$ cat config.mk
export PLATFORM = sky130hd
export DESIGN_NAME = rvdec_top
export DESIGN_NICKNAME = d
export VERILOG_FILES = /design/src/rtl/rvdec_pkg.sv /design/src/rtl/rvdec_ctrl.sv /design/src/rtl/rvdec_imm.sv /design/src/rtl/rvdec_regsel.sv /design/src/rtl/rvdec_top.sv
export SDC_FILE = /design/constraint.sdc
export NUM_CORES = 1
export LEC_CHECK = 0
export BUFFER_PORTS_ARGS = -buffer_cell sky130_fd_sc_hd__buf_2
export CAP_MARGIN = 20
export CORE_UTILIZATION = 38
export DETAILED_ROUTE_END_ITERATION = 8
export PLACE_DENSITY_LB_ADDON = 0.25
export SKIP_LAST_GASP = 1
export SLEW_MARGIN = 0
export SYNTH_ARGS = -nofsm -noshare
export SYNTH_HDL_FRONTEND = slang
export SYNTH_SLANG_ARGS = --single-unit
export TNS_END_PERCENT = 20
$ cat constraint.sdc
create_clock -name vclk -period 1.7
set_input_delay 0.255 -clock vclk [all_inputs]
set_output_delay 0.255 -clock vclk [all_outputs]
set_load 0.05 [all_outputs]
$ cat src/rtl/rvdec_pkg.sv
package rvdec_pkg;
  localparam int unsigned XLEN   = 32;
  localparam int unsigned REG_AW = 5;
  localparam int unsigned OPC_W  = 7;
  localparam int unsigned CLS_W  = 4;

  localparam logic [OPC_W-1:0] OPC_OP     = 7'b0110011;
  localparam logic [OPC_W-1:0] OPC_OPIMM  = 7'b0010011;
  localparam logic [OPC_W-1:0] OPC_LOAD   = 7'b0000011;
  localparam logic [OPC_W-1:0] OPC_STORE  = 7'b0100011;
  localparam logic [OPC_W-1:0] OPC_BRANCH = 7'b1100011;
  localparam logic [OPC_W-1:0] OPC_LUI    = 7'b0110111;
  localparam logic [OPC_W-1:0] OPC_AUIPC  = 7'b0010111;
  localparam logic [OPC_W-1:0] OPC_JAL    = 7'b1101111;
  localparam logic [OPC_W-1:0] OPC_JALR   = 7'b1100111;

  typedef enum logic [CLS_W-1:0] {
    CLS_NONE   = 4'd0,
    CLS_ALUREG = 4'd1,
    CLS_ALUIMM = 4'd2,
    CLS_LOAD   = 4'd3,
    CLS_STORE  = 4'd4,
    CLS_BRANCH = 4'd5,
    CLS_LUI    = 4'd6,
    CLS_AUIPC  = 4'd7,
    CLS_JAL    = 4'd8,
    CLS_JALR   = 4'd9
  } op_class_e;

  typedef enum logic [2:0] {
    FMT_NONE, FMT_I, FMT_SH, FMT_S, FMT_B, FMT_U, FMT_J
  } imm_fmt_e;

  typedef struct packed {
    op_class_e cls;
    imm_fmt_e  fmt;
    logic      use_rs1;
    logic      use_rs2;
    logic      use_rd;
    logic      use_f3;
    logic      alt;
    logic      op1_pc;
    logic      op2_imm;
    logic      reg_we;
    logic      mem_re;
    logic      mem_we;
  } dec_ctl_t;
endpackage

$ cat src/rtl/rvdec_ctrl.sv
module rvdec_ctrl
  import rvdec_pkg::*;
(
  input  logic [OPC_W-1:0] opcode,
  input  logic [2:0]       f3,
  input  logic             bit30,
  output dec_ctl_t         ctl
);
  always_comb begin
    ctl = '0;
    ctl.cls = CLS_NONE;
    ctl.fmt = FMT_NONE;
    unique case (opcode)
      OPC_OP: begin
        ctl.cls = CLS_ALUREG;
        ctl.use_rs1 = 1'b1; ctl.use_rs2 = 1'b1; ctl.use_rd = 1'b1;
        ctl.use_f3 = 1'b1; ctl.alt = bit30; ctl.reg_we = 1'b1;
      end
      OPC_OPIMM: begin
        ctl.cls = CLS_ALUIMM;
        ctl.use_rs1 = 1'b1; ctl.use_rd = 1'b1; ctl.use_f3 = 1'b1;
        ctl.op2_imm = 1'b1; ctl.reg_we = 1'b1;
        if (f3 == 3'b001 || f3 == 3'b101) begin
          ctl.fmt = FMT_SH;
          ctl.alt = (f3 == 3'b101) ? bit30 : 1'b0;
        end else begin
          ctl.fmt = FMT_I;
        end
      end
      OPC_LOAD: begin
        ctl.cls = CLS_LOAD; ctl.fmt = FMT_I;
        ctl.use_rs1 = 1'b1; ctl.use_rd = 1'b1; ctl.use_f3 = 1'b1;
        ctl.op2_imm = 1'b1; ctl.reg_we = 1'b1; ctl.mem_re = 1'b1;
      end
      OPC_STORE: begin
        ctl.cls = CLS_STORE; ctl.fmt = FMT_S;
        ctl.use_rs1 = 1'b1; ctl.use_rs2 = 1'b1; ctl.use_f3 = 1'b1;
        ctl.op2_imm = 1'b1; ctl.mem_we = 1'b1;
      end
      OPC_BRANCH: begin
        ctl.cls = CLS_BRANCH; ctl.fmt = FMT_B;
        ctl.use_rs1 = 1'b1; ctl.use_rs2 = 1'b1; ctl.use_f3 = 1'b1;
        ctl.op1_pc = 1'b1; ctl.op2_imm = 1'b1;
      end
      OPC_LUI: begin
        ctl.cls = CLS_LUI; ctl.fmt = FMT_U;
        ctl.use_rd = 1'b1; ctl.op2_imm = 1'b1; ctl.reg_we = 1'b1;
      end
      OPC_AUIPC: begin
        ctl.cls = CLS_AUIPC; ctl.fmt = FMT_U;
        ctl.use_rd = 1'b1; ctl.op1_pc = 1'b1; ctl.op2_imm = 1'b1;
        ctl.reg_we = 1'b1;
      end
      OPC_JAL: begin
        ctl.cls = CLS_JAL; ctl.fmt = FMT_J;
        ctl.use_rd = 1'b1; ctl.op1_pc = 1'b1; ctl.op2_imm = 1'b1;
        ctl.reg_we = 1'b1;
      end
      OPC_JALR: begin
        ctl.cls = CLS_JALR; ctl.fmt = FMT_I;
        ctl.use_rs1 = 1'b1; ctl.use_rd = 1'b1; ctl.use_f3 = 1'b1;
        ctl.op2_imm = 1'b1; ctl.reg_we = 1'b1;
      end
      default: ;
    endcase
  end
endmodule

$ cat src/rtl/rvdec_imm.sv
module rvdec_imm
  import rvdec_pkg::*;
#(
  parameter int unsigned W = XLEN
) (
  input  logic [W-1:7] ibits,
  input  imm_fmt_e     fmt,
  output logic [W-1:0] imm
);
  localparam int unsigned SH_W = $clog2(W);
  logic sgn;
  assign sgn = ibits[W-1];

  always_comb begin
    unique case (fmt)
      FMT_I:  imm = {{(W-12){sgn}}, ibits[W-1:20]};
      FMT_SH: imm = {{(W-SH_W){1'b0}}, ibits[20+SH_W-1:20]};
      FMT_S:  imm = {{(W-12){sgn}}, ibits[W-1:25], ibits[11:7]};
      FMT_B:  imm = {{(W-12){sgn}}, ibits[7], ibits[30:25], ibits[11:8], 1'b0};
      FMT_U:  imm = {ibits[W-1:12], 12'b0};
      FMT_J:  imm = {{(W-20){sgn}}, ibits[19:12], ibits[20], ibits[30:21], 1'b0};
      default: imm = '0;
    endcase
  end
endmodule

$ cat src/rtl/rvdec_regsel.sv
module rvdec_regsel
  import rvdec_pkg::*;
#(
  parameter int unsigned AW = REG_AW
) (
  input  logic [AW-1:0] rs1_f,
  input  logic [AW-1:0] rs2_f,
  input  logic [AW-1:0] rd_f,
  input  logic [2:0]    f3_f,
  input  logic          use_rs1,
  input  logic          use_rs2,
  input  logic          use_rd,
  input  logic          use_f3,
  output logic [AW-1:0] rs1_o,
  output logic [AW-1:0] rs2_o,
  output logic [AW-1:0] rd_o,
  output logic [2:0]    f3_o
);
  assign rs1_o = use_rs1 ? rs1_f : '0;
  assign rs2_o = use_rs2 ? rs2_f : '0;
  assign rd_o  = use_rd  ? rd_f  : '0;
  assign f3_o  = use_f3  ? f3_f  : '0;
endmodule

$ cat src/rtl/rvdec_top.sv
module rvdec_top
  import rvdec_pkg::*;
#(
  parameter int unsigned W  = XLEN,
  parameter int unsigned AW = REG_AW
) (
  input  logic          clk,
  input  logic          rst_n,
  input  logic          in_valid,
  output logic          in_ready,
  input  logic [W-1:0]  instr,
  output logic          out_valid,
  input  logic          out_ready,
  output logic [3:0]    op_class,
  output logic [AW-1:0] rs1_addr,
  output logic [AW-1:0] rs2_addr,
  output logic [AW-1:0] rd_addr,
  output logic [W-1:0]  imm,
  output logic [2:0]    funct3,
  output logic          alu_alt,
  output logic          op1_sel,
  output logic          op2_sel,
  output logic          reg_we,
  output logic          mem_re,
  output logic          mem_we
);
  localparam int unsigned SH_W = $clog2(W);

  dec_ctl_t ctl;

  // no storage: handshake passes straight through
  assign out_valid = in_valid;
  assign in_ready  = out_ready;

  rvdec_ctrl u_ctrl (
    .opcode(instr[6:0]),
    .f3    (instr[14:12]),
    .bit30 (instr[30]),
    .ctl   (ctl)
  );

  rvdec_imm #(.W(W)) u_imm (
    .ibits(instr[W-1:7]),
    .fmt  (ctl.fmt),
    .imm  (imm)
  );

  rvdec_regsel #(.AW(AW)) u_regsel (
    .rs1_f  (instr[15+AW-1:15]),
    .rs2_f  (instr[20+AW-1:20]),
    .rd_f   (instr[7+AW-1:7]),
    .f3_f   (instr[14:12]),
    .use_rs1(ctl.use_rs1),
    .use_rs2(ctl.use_rs2),
    .use_rd (ctl.use_rd),
    .use_f3 (ctl.use_f3),
    .rs1_o  (rs1_addr),
    .rs2_o  (rs2_addr),
    .rd_o   (rd_addr),
    .f3_o   (funct3)
  );

  assign op_class = ctl.cls;
  assign alu_alt  = ctl.alt;
  assign op1_sel  = ctl.op1_pc;
  assign op2_sel  = ctl.op2_imm;
  assign reg_we   = ctl.reg_we;
  assign mem_re   = ctl.mem_re;
  assign mem_we   = ctl.mem_we;

  // a store never writes the register file and names no destination
  a_r3_store_no_regwrite: assert property (@(posedge clk) disable iff (!rst_n)
    mem_we |-> (!reg_we && rd_addr == '0));

  // memory read and write are never raised together
  a_r4_mem_exclusive: assert property (@(posedge clk) disable iff (!rst_n)
    $onehot0({mem_re, mem_we}));

  // shift amounts never carry bits above the shift width
  a_r6_shamt_narrow: assert property (@(posedge clk) disable iff (!rst_n)
    (op_class == CLS_ALUIMM && instr[13:12] == 2'b01) |-> (imm[W-1:SH_W] == '0));

  // branch and jump offsets are always even
  a_r8_target_even: assert property (@(posedge clk) disable iff (!rst_n)
    (op_class == CLS_BRANCH || op_class == CLS_JAL) |-> !imm[0]);

  // no destination is named when nothing is written
  a_r10_rd_idle: assert property (@(posedge clk) disable iff (!rst_n)
    !reg_we |-> (rd_addr == '0));

  // an unrecognised opcode is fully quiet
  a_r11_unknown_quiet: assert property (@(posedge clk) disable iff (!rst_n)
    (op_class == CLS_NONE) |-> (!reg_we && !mem_re && !mem_we && imm == '0));

  // the instruction address is only paired with the immediate
  a_r13_pc_with_imm: assert property (@(posedge clk) disable iff (!rst_n)
    op1_sel |-> op2_sel);
endmodule

==> metrics.md, run 1 <==
| Metric | Value |
|---|---|
| Total wire length | 4342 um |
| Synth cell types | 40 |
| Synth top area cells | and2_1, nand2_1, nand3_2 |
| Total core area | 2455 um^2 |
| Final net count | 319 |
| Endpoint with the worst hold slack | in_ready |
| Crit-path max FO | 9 |
| Failing checks | setup timing |
| Die area | 2792 um^2 |
| Via count | 1,630 |
| # setup viols final | 54 |
| Setup CP Type | input port to output port |
| RSZ-0062 raised after global routing | yes |
| Maximum clock rate | 502.7 MHz |
| # hold bufs at CTS | 0 |
| Seq. cell area | 0 um^2 |
| # IOs | 98 |
| Initial detailed-routing violation count | 40 |
| Detail Route Antenna Nets | 0 |
| Count leader, synth | nand2_1 |
| Die X | 52.84 um |
| Hold WC Path Type | input port to output port |
| Status | complete, but fails checks |
| Max-cap violations | 0 |
| CP Buf/Inv Count | 5 |
| Port Buf Inserts | 92 |
| Antenna cells | 0 |
| Post-synthesis cell area | 982.2 um^2 |
| Count of pins over their slew limit | 0 |
| Hold Path Cell Cnt | 0 |
| Fin cells | 311 |
| Wire per inst | 13.96 um |
| Fraction of layout cells with a size suffix above 1 | 63.35% |
| Global-route wire length before repair | 5740 um |
| Share of the synthesized area in the top cell type | 12.74% |
| Synth area leader | and2_1 |
| Post-route DRC | 0 |
| Initial core utilization | 40.01% |
| Post-DP HPWL | 2894 um |
| Sequential fraction of the synthesis area | 0% |
| Syn Area/Cell | 6.378 um^2 |
| Num sequential | 0 |
| Area after DPL | 1783 um^2 |
| Top cells by count, synth | nand2_1, and2_1, nand3_1, nor2_1, nand3_2 |
| CP peak stage delay | 0.27 ns |
| CP startpoint kind | input port |
| Post-route minimum period | 1.989 ns |
| Top delay family on crit path | buffers and inverters |
| GP Congestion | 0.8797 |
| Routed vias/inst | 5.241 |
| Mapped Nets | 190 |
| Leakage | 1.223 nW |
| Synth Instances | 154 |
| Slowest cell on the critical path | a211oi_1 |
| Worst EP arrival | 1.73 ns |
| Max transition margin | 77.20% |
| Grt ovf | 0 |
| Pwr Density | 176.2 nW/um^2 |
| Worst slew pin tran | 0.3409 ns |
| Initial antenna violation count | 0 |
| Worst Slack Setup Final | -0.2894 ns |
| Syn. warnings | 0 |
| Placed insts | 305 |
| Fin. Hold Viols | 0 |
| Synth-to-Final Area Change | 111.6% |
| Peak supply drop | 0.1803 mV |
| Hold_sp | out_ready |
| Die Y | 52.84 um |
| Drt first pass iters | 5 |
| Final instance area | 2078 um^2 |
| Row count | 18 |
| Required @ worst endpoint | 1.44 ns |
| CP endpoint kind | output port |
| # clk buffers | 0 |
| Final Cycle Share | 117.0% |
| Setup WS pre-CTS | -0.4046 ns |
| Vias in the first global route | 1,361 |
| Largest net degree at the start of global routing | 17 |
| GRT Overall Usage | 26.44% |
| Crit-path cells | buf_2 -> buf_6 -> nand3b_1 -> buf_4 -> a211oi_1 -> buf_4 -> and2_1 -> buf_2 |
[where the power goes]
group          switching [mW]  internal, mW  total [mW]  leakage (nW)
clock network               0             0           0             0
logic                   0.209         0.157       0.366          1.22
registers                   0             0           0             0
[kinds of logic after synthesis]
family,after synthesis,synth area share [%]
AND/OR/NAND/NOR,114,68.41
AO/OA/AOI/OAI,26,21.02
buffers and inverters,13,8.917
XOR/XNOR,1,1.656
[how the worst max path moves through the flow]
stage	from	cells past startpoint	slack, ns	end
floorplan	instr[6]	4	-0.35	imm[1]
global placement	instr[6]	7	-0.37	imm[11]
detailed placement	instr[2]	7	-0.40	op2_sel
CTS	instr[2]	8	-0.27	imm[31]
global route	instr[2]	7	-0.33	op2_sel
finish	instr[5]	8	-0.29	rs1_addr[2]
[final cells by class]
type | count | area, um^2
fillers | 150 | 376.6
repair buffers | 139 | 1012
inverters | 1 | 3.754
multi-input cells | 141 | 1025
well taps | 30 | 37.54
[per-layer routing]
layer  vias to the layer above  part of all wire (%)  routed length [um]  track usage (%)
met5                         -                     0                   0                0
met1                       749                    40                1730            33.56
met4                         0                   1.2                  51            3.509
met3                         6                   6.9                 301           0.2899
met2                        81                    52                2259            50.00
li1                        794                     -                   -                -
[cells in the final DEF, fill, tap and decap left out, types with 5 or more instances in the layout]
cell,synthesis,final
and2_1,20,15
nand3_2,11,12
and2_4,0,5
buf_6,2,15
nand2_1,31,30
o21ai_0,7,6
and2b_1,6,6
nand3_1,12,11
buf_2,4,57
nor2_1,12,9
buf_4,5,60
[through the flow]
stage	utilization [%]	total power, mW	TNS, ns	hold WS, ns
3_3_place_gp	72.63	0.3013	-12.90	0.5106
5_1_grt	84.66	0.3872	-13.50	0.5101
3_5_place_dp	72.63	0.3044	-13.61	0.5106
2_1_floorplan	-	0.1877	-5.095	0.6733
6_report	84.66	0.3661	-10.61	0.5100
4_1_cts	79.31	0.3247	-10.06	0.5106
[timing repair]
action | in CTS | in global routing
cloned | 0 | 0
resized for setup | 51 | 19
setup endpoints to repair | 53 | 54
buffers inserted | 1 | 5
pin swaps | 5 | 6
Note: power is estimated with default switching activity, not from simulation.
==> run 2, diff against run 1 <==
CORE_UTILIZATION = 41   (was 38)
GPL_TIMING_DRIVEN = 1   (was unset)
clock period = 2.4 ns   (was 1.7 ns; I/O delays follow)
==> run 2 against run 1 <==
The run now ends clean. Hold slack improved by 0.21 ns. Global-route usage down 2.2 points. Final cell count shrank 11%. Via count is 11% lower. Sequential cell count is the same. Worst setup slack improved by 0.40 ns. Routed wire length decreased by 26%. Core utilization is 16 points lower.
==> metrics.md, run 2 (synthesis gave the netlist of run 1 again) <==
| Metric | Value |
|---|---|
| Status | finished, final reports clean |
| Hold_sp | out_ready |
| Hold WC Path Type | input port to output port |
| Most common cell after layout, fill and taps aside | buf_2 |
| Count of pins over their slew limit | 0 |
| Synth-to-Final Area Change | 56.05% |
| Layout fillers | 232 |
| Leakage | 1.001 nW |
| Final hold slack | 0.7200 ns |
| Total wire length | 3199 um |
| Fin. Hold Viols | 0 |
| Row count | 17 |
| Sequential power share | 0% |
| Final net count | 288 |
| Peak supply drop | 0.09666 mV |
| Port Buf Inserts | 92 |
| Hold Path Cell Cnt | 0 |
| Die Y | 50.95 um |
| Area after DPL | 1519 um^2 |
| Via count | 1,455 |
| GRT Overall Usage | 24.26% |
| Post-route minimum period | 2.285 ns |
| Largest net degree at the start of global routing | 14 |
| Num sequential | 0 |
| Grt ovf | 0 |
| Post-DP HPWL | 2645 um |
| Max-cap violations | 0 |
| Setup CP Type | input port to output port |
| Vias in the first global route | 1,234 |
| # setup viols final | 0 |
| Die X | 50.95 um |
| Die area | 2595 um^2 |
| Seq. cell area | 0 um^2 |
| Post-route DRC | 0 |
| CP endpoint kind | output port |
| # clk buffers | 0 |
| Setup bufs post-CTS | 0 |
| Total core area | 2233 um^2 |
| Antenna cells | 0 |
| Initial antenna violation count | 0 |
| RSZ-0062 raised after global routing | no |
| Drt first pass iters | 5 |
| Detail Route Antenna Nets | 0 |
| Sw Pwr | 0.1211 mW |
| Switching part of the total power | 66.33% |
| Routed vias/inst | 5.234 |
| Clock power share | 0% |
| Maximum clock rate | 437.6 MHz |
| GP Congestion | 0.8452 |
| Endpoint with the worst hold slack | in_ready |
| Initial detailed-routing violation count | 20 |
| Final Cycle Share | 95.21% |
| Worst slew pin tran | 0.4187 ns |
| Required @ worst endpoint | 2.04 ns |
| Worst EP arrival | 1.93 ns |
| Max transition margin | 72.03% |
| Crit-path max FO | 11 |
| Global-route wire length before repair | 5126 um |
| Final instance area | 1533 um^2 |
| Initial core utilization | 43.98% |
| Cell Int Power | 0.06146 mW |
| Pwr Density | 119.1 nW/um^2 |
| # IOs | 98 |
| CP startpoint kind | input port |
| Fraction of layout cells with a size suffix above 1 | 52.00% |
| Most frequent cells in the layout | buf_2, nand2_1, and2_1 |
| Wire per inst | 11.51 um |
| Power share of the combinational group | 100.0% |
==> run 2: per-layer routing <==
layer / part of all wire [%] / track usage [%] / vias to the layer above
met5: 0 / 0 / -
met4: 0 / 3.704 / 0
met3: 8.3 / 1.786 / 0
met2: 50 / 45.61 / 69
met1: 41 / 30.00 / 652
li1: - / - / 734
==> run 2: worst max-delay path by stage <==
| stage | cells after the start | slack, ns | startpoint | end |
|---|---|---|---|---|
| after floorplan | 3 | -0.34 | instr[3] | alu_alt |
| after global placement | 7 | 0.12 | instr[3] | op2_sel |
| after detailed placement | 8 | 0.08 | instr[6] | imm[4] |
| after CTS | 8 | 0.08 | instr[6] | imm[4] |
| after global routing | 7 | 0.002 | instr[3] | op2_sel |
| final | 7 | 0.11 | instr[6] | imm[24] |
==> run 2: through the flow <==
stage               utilization (%)  setup slack (ns)  setup TNS [ns]  instances  power, mW
floorplan                         -           -0.3355          -1.587        154     0.1239
global route                  68.63          0.001815               0        278     0.1960
global placement              68.01            0.1239               0        278     0.1789
finish                        68.63            0.1150               0        278     0.1825
detailed placement            68.01           0.07784               0        278     0.1806
CTS                           68.01           0.07785               0        278     0.1810
==> run 2: cell type report <==
class / instances / area (um^2) / share of cell area [%]
Timing Repair Buffer: 108 / 588.1 / 38.37
Inverter: 1 / 3.754 / 0.2449
Tap cell: 28 / 35.03 / 2.286
Multi-Input combinational cell: 141 / 905.9 / 59.10
==> run 2: power groups by stage <==
stage	combinational, mW	sequential, mW	clock (mW)
after floorplan	0.124	0	0
after global placement	0.179	0	0
after detailed placement	0.181	0	0
after CTS	0.181	0	0
after global routing	0.196	0	0
final	0.183	0	0
==> run 2: what timing repair did <==
item | CTS | global route
hold buffers | 0 | 0
endpoints found under the setup margin | 0 | 4
endpoints found under the hold margin | 0 | 0
gates resized for setup | 0 | 5
==> run 2: critical path: stages <==
cell,delay (ns)
buf_2,0.14
or2_1,0.29
a2111oi_4,0.40
o2111ai_2,0.18
buf_4,0.22
nand3_2,0.07
buf_2,0.25
==> run 3, diff against run 2 <==
CAP_MARGIN = 30   (was 20)
CORE_UTILIZATION = 38   (was 41)
clock period = 2.57 ns   (was 2.4 ns; I/O delays follow)
==> run 3 against run 2 <==
Count of clock-buffer cells in the layout unchanged. Total power down 6.5%. Critical path depth unchanged. Die area up 7.6%. Worst setup slack better by 0.0096 ns. Core utilization down 6.6 points. Final cell count unchanged. Combinational power down 7%. Hold slack better by 0.051 ns. First-iteration DRC count unchanged. Global-route usage down 1.0 points. Largest cell class unchanged.
==> metrics.md, run 3 (synthesis gave the netlist of run 1 again) <==
| Metric | Value |
|---|---|
| Status | finished, final reports clean |
| Grt ovf | 0 |
| Leakage | 0.9982 nW |
| Global-route wire length before repair | 5106 um |
| CP peak stage delay | 0.40 ns |
| Max transition margin | 73.05% |
| Post-route DRC | 0 |
| Drt first pass iters | 4 |
| Die area | 2792 um^2 |
| CP startpoint kind | input port |
| GP Congestion | 0.8563 |
| Post-route minimum period | 2.445 ns |
| Num sequential | 0 |
| Synth-to-Final Area Change | 54.90% |
| Via count | 1,437 |
| Seq. cell area | 0 um^2 |
| Row count | 18 |
| Initial antenna violation count | 0 |
| Setup WS pre-CTS | 0.1508 ns |
| Routed vias/inst | 5.169 |
| # setup viols final | 0 |
| Vias in the first global route | 1,179 |
| Setup CP Type | input port to output port |
| Crit-path cells | buf_2 -> or2_1 -> a2111oi_4 -> o2111ai_2 -> buf_12 -> nand3_1 -> buf_2 |
| Post-DP HPWL | 2752 um |
| GRT Overall Usage | 23.25% |
| Worst EP arrival | 2.06 ns |
| Wire per inst | 12.12 um |
| Die Y | 52.84 um |
| Fin. Hold Viols | 0 |
| Crit-path max FO | 19 |
| Most common cell after layout, fill and taps aside | buf_2 |
| Initial detailed-routing violation count | 20 |
| Worst slew pin tran | 0.4036 ns |
| Final hold slack | 0.7710 ns |
| Count of pins over their slew limit | 0 |
| Area after DPL | 1519 um^2 |
| Max-cap violations | 0 |
| Hold WC Path Type | input port to output port |
| RSZ-0062 raised after global routing | yes |
| Antenna cells | 0 |
| Die X | 52.84 um |
| # hold bufs at CTS | 0 |
| Pwr Density | 112.1 nW/um^2 |
| Total wire length | 3368 um |
| CP endpoint kind | output port |
| Multi-input gate area | 899.6 um^2 |
| # IOs | 98 |
| Final net count | 286 |
| Port Buf Inserts | 92 |
| # clk buffers | 0 |
| Initial core utilization | 40.01% |
| Fraction of layout cells with a size suffix above 1 | 51.21% |
| Maximum clock rate | 408.9 MHz |
| Slowest cell on the critical path | a2111oi_4 |
| Overall power | 0.1706 mW |
| Required @ worst endpoint | 2.18 ns |
| Largest net degree at the start of global routing | 20 |
| Final Cycle Share | 95.15% |
| Most frequent cells in the layout | buf_2, nand2_1, and2_1 |
| Most used cell, CP | buf_2 |
| Peak supply drop | 0.06318 mV |
| Layout fillers | 268 |
| Final instance area | 1521 um^2 |
| Detail Route Antenna Nets | 0 |
| Total core area | 2455 um^2 |
| Worst Slack Setup Final | 0.1246 ns |
[run 3: cell count changes in the layout (fill, tap and decap cells not counted)]
cell and delta:
buf_4 -4, buf_12 +1, nor4_2 -1, clkbuf_4 -1, buf_2 +2, nor4_1 +1
[run 3: worst paths after layout]
| check | slack [ns] | from | depth (start not counted) | endpoint |
|---|---|---|---|---|
| hold / removal | 0.77 | out_ready | 0 | in_ready |
| setup / recovery | 0.12 | instr[6] | 7 | imm[14] |
[run 3: critical path, delay by kind of cell]
kind / cells / cell delay [ns]
buffers and inverters: 3 / 0.64
AOI/OAI and AO/OA: 2 / 0.65
and+or+nand+nor: 2 / 0.37
[run 3: final cells by class]
type	count	area share, %
multi-input cells	141	59.13
inverters	1	0.2467
well taps	30	2.467
repair buffers	106	38.16
[run 3: per-layer routing]
metal	GRT usage, %	share of wire [%]	vias up
li1	-	-	725
met1	29.51	42	649
met2	43.88	52	63
met3	1.159	6.5	0
met4	1.754	0	0
met5	0	0	-
[run 3: what timing repair did]
action                     4_1_cts  5_1_grt
gates resized for setup          0        1
setup endpoints to repair        0        2
buffers inserted                 0        0
[run 3: per-stage QoR]
stage	std cells	util [%]	TNS, ns
5_1_grt	278	61.98	-0.004890
3_3_place_gp	278	61.88	0
2_1_floorplan	154	-	-0.7537
6_report	278	61.98	0
4_1_cts	278	61.88	0
3_5_place_dp	278	61.88	0
[run 3: power by group]
group	switching, mW	total, mW	leakage [nW]	internal (mW)
Combinational	0.114	0.171	0.998	0.0568
Sequential	0	0	0	0
Clock	0	0	0	0
Total	0.114	0.171	0.998	0.0568
